$ cat src/rtl/ost_pkg.sv
package ost_pkg;

    localparam logic [7:0] OFS_MATCH  = 8'h00;
    localparam logic [7:0] OFS_COUNT  = 8'h10;
    localparam logic [7:0] OFS_STATUS = 8'h14;
    localparam logic [7:0] OFS_ENABLE = 8'h1C;

    typedef struct packed {
        logic wr_match;
        logic wr_status;
        logic wr_enable;
        logic rd_count;
        logic rd_status;
        logic rd_enable;
    } ost_sel_t;

endpackage

$ cat src/rtl/ost_decode.sv
module ost_decode
    import ost_pkg::*;
#(
    parameter int ADDR_W = 5
) (
    input  logic [ADDR_W-1:0] addr_i,
    input  logic              we_i,
    output ost_sel_t          sel_o
);

    localparam logic [ADDR_W-1:0] A_MATCH  = ADDR_W'(OFS_MATCH);
    localparam logic [ADDR_W-1:0] A_COUNT  = ADDR_W'(OFS_COUNT);
    localparam logic [ADDR_W-1:0] A_STATUS = ADDR_W'(OFS_STATUS);
    localparam logic [ADDR_W-1:0] A_ENABLE = ADDR_W'(OFS_ENABLE);

    always_comb begin
        sel_o           = '0;
        sel_o.wr_match  = we_i && (addr_i == A_MATCH);
        sel_o.wr_status = we_i && (addr_i == A_STATUS);
        sel_o.wr_enable = we_i && (addr_i == A_ENABLE);
        sel_o.rd_count  = (addr_i == A_COUNT);
        sel_o.rd_status = (addr_i == A_STATUS);
        sel_o.rd_enable = (addr_i == A_ENABLE);
    end

endmodule

$ cat src/rtl/ost_countdown.sv
module ost_countdown #(
    parameter int DATA_W = 32
) (
    input  logic              clk,
    input  logic              rst_n,
    input  logic              arm_i,
    input  logic [DATA_W-1:0] wdata_i,
    input  logic              tick_i,
    output logic              expire_o,
    output logic [DATA_W-1:0] count_view_o
);

    localparam logic [DATA_W-1:0] ALL_ONES = {DATA_W{1'b1}};
    localparam logic [DATA_W-1:0] ONE      = DATA_W'(1);

    typedef struct packed {
        logic              run;
        logic [DATA_W-1:0] match;
        logic [DATA_W-1:0] left;
        logic [DATA_W-1:0] cnt;
    } cd_t;

    cd_t               cd_d, cd_q;
    logic [DATA_W-1:0] span;
    logic              step;

    always_comb begin
        cd_d     = cd_q;
        span     = (wdata_i > cd_q.cnt) ? (wdata_i - cd_q.cnt)
                                        : (wdata_i + (ALL_ONES - cd_q.cnt));
        step     = cd_q.run && tick_i && !arm_i;
        expire_o = step && (cd_q.left <= ONE);
        if (arm_i) begin
            cd_d.match = wdata_i;
            cd_d.left  = span;
            cd_d.run   = 1'b1;
        end else if (expire_o) begin
            cd_d.cnt  = cd_q.match;
            cd_d.left = '0;
            cd_d.run  = 1'b0;
        end else if (step) begin
            cd_d.left = cd_q.left - ONE;
        end
        count_view_o = cd_q.run ? (cd_q.match - cd_q.left) : cd_q.cnt;
    end

    always_ff @(posedge clk or negedge rst_n) begin
        if (!rst_n) cd_q <= '0;
        else        cd_q <= cd_d;
    end

    assert_arm_runs_R9: assert property (@(posedge clk) disable iff (!rst_n)
        arm_i |=> cd_q.run);

    assert_expire_loads_R5: assert property (@(posedge clk) disable iff (!rst_n)
        expire_o |=> (!cd_q.run && count_view_o == $past(cd_q.match)));

    assert_frozen_R5: assert property (@(posedge clk) disable iff (!rst_n)
        (!cd_q.run && !arm_i) |=> $stable(count_view_o));

    assert_step_up_R4: assert property (@(posedge clk) disable iff (!rst_n)
        (cd_q.run && tick_i && !arm_i && !expire_o) |=>
            count_view_o == $past(count_view_o) + ONE);

    assert_idle_hold_R4: assert property (@(posedge clk) disable iff (!rst_n)
        (cd_q.run && !tick_i && !arm_i) |=> $stable(count_view_o));

endmodule

$ cat src/rtl/ost_irqflag.sv
module ost_irqflag #(
    parameter int DATA_W = 32
) (
    input  logic              clk,
    input  logic              rst_n,
    input  logic              sts_wr_i,
    input  logic              ien_wr_i,
    input  logic [DATA_W-1:0] wdata_i,
    input  logic              expire_i,
    output logic              flag_o,
    output logic [DATA_W-1:0] ien_o
);

    typedef struct packed {
        logic              flag;
        logic [DATA_W-1:0] ien;
    } fl_t;

    fl_t  fl_d, fl_q;
    logic raise, clear;

    always_comb begin
        fl_d  = fl_q;
        raise = expire_i && (fl_q.ien != '0);
        clear = sts_wr_i && (wdata_i == '0) && fl_q.flag;
        if (raise)      fl_d.flag = 1'b1;
        else if (clear) fl_d.flag = 1'b0;
        if (ien_wr_i)   fl_d.ien  = wdata_i;
        flag_o = fl_q.flag;
        ien_o  = fl_q.ien;
    end

    always_ff @(posedge clk or negedge rst_n) begin
        if (!rst_n) fl_q <= '0;
        else        fl_q <= fl_d;
    end

    assert_gated_by_enable_R6: assert property (@(posedge clk) disable iff (!rst_n)
        $rose(fl_q.flag) |-> ($past(fl_q.ien) != '0 && $past(expire_i)));

    assert_zero_clears_R7: assert property (@(posedge clk) disable iff (!rst_n)
        (sts_wr_i && wdata_i == '0 && !expire_i) |=> !fl_q.flag);

    assert_nonzero_ignored_R7: assert property (@(posedge clk) disable iff (!rst_n)
        (sts_wr_i && wdata_i != '0 && !expire_i) |=> $stable(fl_q.flag));

    assert_expiry_wins_R8: assert property (@(posedge clk) disable iff (!rst_n)
        (expire_i && fl_q.ien != '0) |=> fl_q.flag);

endmodule

$ cat src/rtl/os_match_timer.sv
module os_match_timer
    import ost_pkg::*;
#(
    parameter int ADDR_W = 5,
    parameter int DATA_W = 32
) (
    input  logic              clk,
    input  logic              rst_n,
    input  logic              tick_en,
    input  logic [ADDR_W-1:0] bus_addr,
    input  logic              bus_we,
    input  logic [DATA_W-1:0] bus_wdata,
    output logic [DATA_W-1:0] bus_rdata,
    output logic              irq
);

    ost_sel_t          sel;
    logic              expire;
    logic              flag;
    logic [DATA_W-1:0] count_view;
    logic [DATA_W-1:0] ien;

    ost_decode #(.ADDR_W(ADDR_W)) u_decode (
        .addr_i (bus_addr),
        .we_i   (bus_we),
        .sel_o  (sel)
    );

    ost_countdown #(.DATA_W(DATA_W)) u_countdown (
        .clk          (clk),
        .rst_n        (rst_n),
        .arm_i        (sel.wr_match),
        .wdata_i      (bus_wdata),
        .tick_i       (tick_en),
        .expire_o     (expire),
        .count_view_o (count_view)
    );

    ost_irqflag #(.DATA_W(DATA_W)) u_irqflag (
        .clk      (clk),
        .rst_n    (rst_n),
        .sts_wr_i (sel.wr_status),
        .ien_wr_i (sel.wr_enable),
        .wdata_i  (bus_wdata),
        .expire_i (expire),
        .flag_o   (flag),
        .ien_o    (ien)
    );

    always_comb begin
        bus_rdata = '0;
        if (sel.rd_count)  bus_rdata = count_view;
        if (sel.rd_status) bus_rdata = DATA_W'(flag);
        if (sel.rd_enable) bus_rdata = ien;
        irq = flag;
    end

    assert_unmapped_zero_R2: assert property (@(posedge clk) disable iff (!rst_n)
        !(sel.rd_count || sel.rd_status || sel.rd_enable) |-> bus_rdata == '0);

    assert_irq_follows_flag_R10: assert property (@(posedge clk) disable iff (!rst_n)
        sel.rd_status |-> (bus_rdata == DATA_W'(irq)));

endmodule

$ cat config.mk
export PLATFORM = sky130hd
export DESIGN_NAME = os_match_timer
export DESIGN_NICKNAME = d
export VERILOG_FILES = /design/src/rtl/ost_pkg.sv /design/src/rtl/ost_decode.sv /design/src/rtl/ost_countdown.sv /design/src/rtl/ost_irqflag.sv /design/src/rtl/os_match_timer.sv
export SDC_FILE = /design/constraint.sdc
export NUM_CORES = 1
export LEC_CHECK = 0
export ABC_AREA = 0
export BUFFER_PORTS_ARGS = -buffer_cell sky130_fd_sc_hd__buf_2
export CORE_ASPECT_RATIO = 0.8
export CORE_MARGIN = 4
export CORE_UTILIZATION = 65
export CTS_BUF_LIST = sky130_fd_sc_hd__clkbuf_8
export CTS_CLUSTER_DIAMETER = 40
export CTS_CLUSTER_SIZE = 12
export DETAILED_ROUTE_END_ITERATION = 16
export PLACE_DENSITY = 0.85
export SLEW_MARGIN = 20
export SYNTH_ARGS = -nofsm -noshare
export SYNTH_HDL_FRONTEND = slang
export SYNTH_SLANG_ARGS = --single-unit
$ cat constraint.sdc
create_clock -name clk -period 6 [get_ports clk]
set_clock_uncertainty 0.15 [all_clocks]
set_input_delay 1.2 -clock clk [delete_from_list [all_inputs] [get_ports clk]]
set_output_delay 1.2 -clock clk [all_outputs]
set_load 0.01 [all_outputs]
### Yosys cells after proc, flatten, opt, wreduce, memory -nomap -nowiden

Index checks and enable logic that the tools add are counted.

| operators by class | value |
|---|---|
| $add $sub $neg | 5 |
| $lt $le $gt $ge | 2 |
| equal/unequal tests | 3 |
| mux-type cells | 12 |
| bitwise operators | 1 |
| reductions and logical operators | 17 |

Operators with widths:

| kind | number |
|---|---|
| two-way mux 32 bit | 8 |
| subtractor 32 bit | 2 |
| adder 32 bit | 1 |
| greater-than comparator 32 bit | 1 |
| less-or-equal comparator 32 x 1 -> 1 bit, second input constant | 1 |
| zero test 32 bit | 1 |
| nonzero test 32 bit | 1 |
| subtractor 32 x 1 -> 32 bit, second input constant | 1 |
| subtractor 32 bit, first input constant | 1 |
| equality test 5 bit, second input constant | 3 |
| logical AND 1 bit | 9 |
| zero test 5 bit | 1 |
| two-way mux 1 bit | 4 |
| nonzero test 2 bit | 2 |
| nonzero test 3 bit | 1 |
| AND reduction 2 bit | 1 |
| zero test 1 bit | 1 |
| NOT 1 bit | 1 |

| word-level totals | value |
|---|---|
| flip-flop bits (word level) | 130 |
| bits of input ports | 41 |
| output and inout port bits | 33 |
| logic and storage cells | 46 |

### Longest topological paths before layout

| depth | value |
|---|---|
| depth after elaboration | 7 |
| gate-level depth with buffers | 13 |
| gate-level depth less buffers | 13 |

### By module

Synthesis repeated with hierarchy kept, for this count alone.

| second synthesis, totals | value |
|---|---|
| cell total of the unflattened synthesis | 1256 |
| area total of the unflattened synthesis | 10744.1 um^2 |

Modules (own cells, without submodules):

| module | times used | cells each | area each (um^2) | seq. area each (um^2) |
|---|---|---|---|---|
| ost_countdown | 1 | 1044 | 8366.8 | 2427.3 |
| ost_irqflag | 1 | 93 | 1378.8 | 825.8 |
| os_match_timer | 1 | 108 | 924.6 | 0.0 |
| ost_decode | 1 | 11 | 73.8 | 0.0 |

### Worst setup path before layout

Ideal clock, no wire load.

| timing path | value |
|---|---|
| kind | reg2out |
| start | register u_countdown.cd_q[45] (netlist name) |
| end | output bus_rdata[31] |
| arrival time | 2.895 ns |
| required time | 4.650 ns |
| path slack | 1.755 ns |
| stages on the path, launching flop included | 14 |
| buffers on the path | 1 |
| cells stage by stage | dfrtp_1 clkbuf_1 inv_1 ha_1 a21o_1 a21o_1 a21oi_1 nand3_1 a221o_1 a21oi_1 o21bai_1 a221oi_1 mux2i_1 o21ai_0 |

| between the ends | value |
|---|---|
| longest elaborated chain between the ends | 5 |

RTL lines:

| item | RTL line | source |
|---|---|---|
| start: declaration | ost_countdown.sv:23 | `cd_t cd_d, cd_q;` |
| start signal: assignment | ost_countdown.sv:48 | `if (!rst_n) cd_q <= '0;` |
| start signal: assignment | ost_countdown.sv:49 | `else cd_q <= cd_d;` |
| subtractor 32 bit | ost_countdown.sv:44 | `count_view_o = cd_q.run ? (cd_q.match - cd_q.left) : cd_q.cnt;` |
| two-way mux 32 bit | ost_countdown.sv:44 |  |
| two-way mux 32 bit | os_match_timer.sv:52 | `if (sel.rd_count) bus_rdata = count_view;` |
| two-way mux 32 bit | os_match_timer.sv:53 | `if (sel.rd_status) bus_rdata = DATA_W'(flag);` |
| two-way mux 32 bit | os_match_timer.sv:54 | `if (sel.rd_enable) bus_rdata = ien;` |
| end: declaration | os_match_timer.sv:13 | `output logic [DATA_W-1:0] bus_rdata,` |

Every way passes these cells.

### Worst setup path after layout

| timing path | value |
|---|---|
| start | register u_countdown.cd_q[32] (netlist name) |
| end | output bus_rdata[28] |

The elaborated chain is that of the path after synthesis.

==> results.txt <==
----------------------------------------------------
[Critical path]
  Buffers plus inverters on the worst setup path ... 1
  Worst EP required ... 4.65 ns
  Critical path's largest stage delay ... 0.59 ns
  Cell mode on critical path ... sky130_fd_sc_hd__o21ai_0
  Setup crit end kind ... output pin
  Critical path, cell by cell ... ha_1 > fa_1 > nand2b_1 > a21boi_0 > o21ai_0 > a211oi_1 > o41ai_1 > o21ai_0 > a311oi_1 > xor2_1 > o21ai_0 > buf_2
  Data arrival at the endpoint of the critical path ... 4.26 ns
  Kind of cell adding the most delay to the critical path ... compound AO/OA/AOI/OAI gates
  RR Startpoint ... u_countdown.cd_q[38]$_DFFE_PN0P_
  Largest fanout of any net on the critical path ... 6
  Setup crit start ... u_countdown.cd_q[32]$_DFFE_PN0P_
  Critical path class ... reg2out
  Critical Path Slowest Stage Cell ... sky130_fd_sc_hd__o21ai_0
  Startpoint Class ... register

[Placed design]
  Number of placed cells counting well taps ... 1557
  Pre-CTS setup slack ... 1.096 ns
  Count of port buffers added during placement ... 73
  Post-DP HPWL ... 25740 um
  GPL Wtd Cong ... 1.055

[CTS]
  Post-CTS Hold Buffers ... 0
  Num CTS Buffers ... 17
  Maximum clock path buffer count ... 2
  H-tree depth reported by CTS ... 4
  Clock root cell ... sky130_fd_sc_hd__clkbuf_8
  Clock transition time at the flip-flop clock pins of the worst setup and hold paths ... 0.09 ns
  Clock latency on the worst-skew pair ... 0.47 ns
  Number of clock sinks ... 130
  Post-CTS setup repair buffer count ... 0
  Number of gates given a new drive strength after cts ... 0
  Clock tree from TritonCTS ... built

[Power and ir drop]
  Power per cell area ... 328.4 nW/um^2
  Power share of the combinational group ... 45.6%
  Sw frac ... 44.42%
  Peak supply drop ... 0.0001555 V
  Reported leakage power ... 0.005211 uW
  Internal portion of total power ... 2050 uW
  Clk pwr share ... 20.5%
  NetSw ... 1639 uW
  Part of the total power dissipated in sequential elements ... 33.9%
  Total design power ... 3689 uW

[Logic synthesis]
  Cell types with the highest counts after synthesis ... 205 x sky130_fd_sc_hd__nand2_1, 146 x sky130_fd_sc_hd__o21ai_0, 130 x sky130_fd_sc_hd__dfrtp_1
  Leading cell type by number of instances after synthesis ... sky130_fd_sc_hd__nand2_1
  Post-synthesis net count ... 1432
  Main flop type after synthesis ... sky130_fd_sc_hd__dfrtp_1
  Warning count from the yosys run ... 0
  Fraction of post-synthesis cell area in the top cell type by area ... 31.32%
  Count of flip-flops with a built-in enable after synthesis ... 0
  Post-synthesis register bit count ... 130
  Synthesized netlist cell count ... 1322
  Fraction of synthesis flops using an asynchronous set or reset pin ... 100.0%
  Dominant cells by area after synthesis ... sky130_fd_sc_hd__dfrtp_1 31%, sky130_fd_sc_hd__ha_1 8.0%, sky130_fd_sc_hd__nand2_1 7.4%
  Number of library cell types mapped by synthesis ... 70
  Sequential cell area fraction in the yosys report ... 31.32%
  Per-instance average area after synthesis ... 7.856 um^2
  Cell type with the highest aggregate area in the netlist ... sky130_fd_sc_hd__dfrtp_1
  Cell area after technology mapping ... 10390 um^2

[Layout]
  Fraction of layout cells with a size suffix above 1 ... 12.66%
  NumNets Final ... 1471
  Utilization after layout ... 71.56%
  Cell Count, Final, Fillers Out ... 1589
  Area overhead of the layout relative to synthesis ... 8.156%
  Diodes inserted ... 0

[Timing]
  Setup slack of the critical path after layout ... 0.3913 ns
  Final-layout setup total negative slack ... 0 ns
  Min Clock Period, post-route ... 5.609 ns
  Fin crit share ... 93.48%
  Number of endpoints failing setup at the final stage ... 0
  Max-slew violation total from the final report ... 0
  Actual slew at the worst max-slew pin ... 0.7802 ns
  Achievable Freq ... 0.1783 GHz
  Setup repair after global routing missed its margin ... no
  Worst slew margin relative to its limit ... 47.86%
  Final-report hold violation count ... 0

[Route]
  Number of design-rule violations left by the first detailed-router iteration ... 1499
  Number of search-and-repair iterations in the first detailed-routing pass ... 8
  Vias after detailed routing ... 10612
  Routed vias/inst ... 6.678
  Routed wire per std cell ... 21.72 um
  DRC violation count after routing ... 0
  Detail Route Antenna Nets ... 0
  WL final ... 34520 um

[Job]
  Reported max-cap violation count ... 0

[Min path]
  Worst hold path type ... reg2reg
  Hold Startpoint ... u_countdown.cd_q[42]$_DFFE_PN0P_

[Floorplan]
  Placement Rows ... 41
  Number of top-level pins ... 74
  Core area ... 15700 um^2
  Die boundary height ... 121.1 um
  Effective utilization at floorplan ... 66.16%
  Chip Width ... 149.3 um
  Total Die Area ... 18080 um^2

[GRT]
  Remaining global-route overflow ... 0
  First-pass GRT wire length ... 53720 um
  Vias in the first global route ... 9793
  Aggregate global-route resource usage ... 38.51%
  Maximum number of pins on one net before global-route repair ... 83
  Antenna violations before repair ... 0

[Status]
  Run status ... complete, no violations

----------------------------------------------------
-- per-layer routing --
metal,GRT usage [%],wire (um)
met3,13.14,4965
met5,0,0
met4,12.92,1268
met2,53.72,13790
met1,55.91,14490
-- stage by stage --
stage	area, um^2	hold WS (ns)
after floorplan	10390	0.2998
after global placement	10850	0.3225
after detailed placement	10850	0.3449
after CTS	11230	0.3652
after global routing	11230	0.3956
final	11230	0.3708
-- power by group through the flow --
stage / clock network [uW] / logic (uW) / registers [uW]
finish: 756 / 1680 / 1250
global route: 792 / 1840 / 1270
detailed placement: 0 / 1610 / 1250
CTS: 757 / 1630 / 1240
floorplan: 0 / 1230 / 1180
global placement: 0 / 1580 / 1240
-- worst min-delay path, stage by stage (launching register included) --
cell	delay (ns)
sky130_fd_sc_hd__dfrtp_1	0.36
sky130_fd_sc_hd__a21oi_1	0.06
sky130_fd_sc_hd__o21ai_1	0.07
-- final cells by class --
type,count,area [um^2]
clock buffer,17,234.0
tap,215,269.0
clock inverter,15,146.4
timing repair buffer,86,469.2
fill,1287,4464
inverter,93,349.1
multi-input combinational,1033,6513
sequential,130,3253
-- cell usage in the layout (no fill, tap or decap), drive strengths merged, types with 13 or more instances in the layout --
cell,Yosys,layout
a21o,22,22
a21oi,97,97
a22oi,20,20
buf,26,86
clkbuf,40,17
dfrtp,130,130
ha,66,66
inv,93,102
mux2,30,30
mux2i,16,16
nand2,207,207
nand2b,20,20
nand3,22,22
nand4,27,27
nor2,90,90
nor2b,13,13
nor3,25,25
nor4,31,31
o21ai,160,160
o21bai,19,19
xnor2,31,31
xor2,20,20
-- kinds of logic after synthesis --
| kind of cell | count (synthesis) | share of synthesized area [%] |
|---|---|---|
| and+or+nand+nor | 463 | 21.01 |
| muxes | 46 | 4.795 |
| buffers and inverters | 159 | 6.144 |
| adders and majority gates | 69 | 8.529 |
| AOI/OAI and AO/OA | 404 | 23.90 |
| xor gates and xnor gates | 51 | 4.301 |
| DFF | 130 | 31.32 |
-- final timing paths --
kind / endpoint / slack [ns] / cells after the start
setup / recovery: bus_rdata[28] / 0.39 / 12
hold / removal: u_countdown.cd_q[42]$_DFFE_PN0P_ / 0.37 / 2
setup reg to reg: u_countdown.cd_q[60]$_DFFE_PN0P_ / 1.86 / 12
hold reg to reg: u_countdown.cd_q[42]$_DFFE_PN0P_ / 0.37 / 2
max in group asynchronous: u_countdown.cd_q[4]$_DFFE_PN0P_ / 3.90 / 2
min in group asynchronous: u_irqflag.ien_o[24]$_DFFE_PN0P_ / 0.61 / 1
-- flip-flops by register name, summed over array words and instances, names as in the netlist --
name,cells
u_countdown.cd_q,97
u_irqflag.ien_o,32
u_irqflag.flag_o,1
No activity file was read; power rests on OpenSTA's default activity.
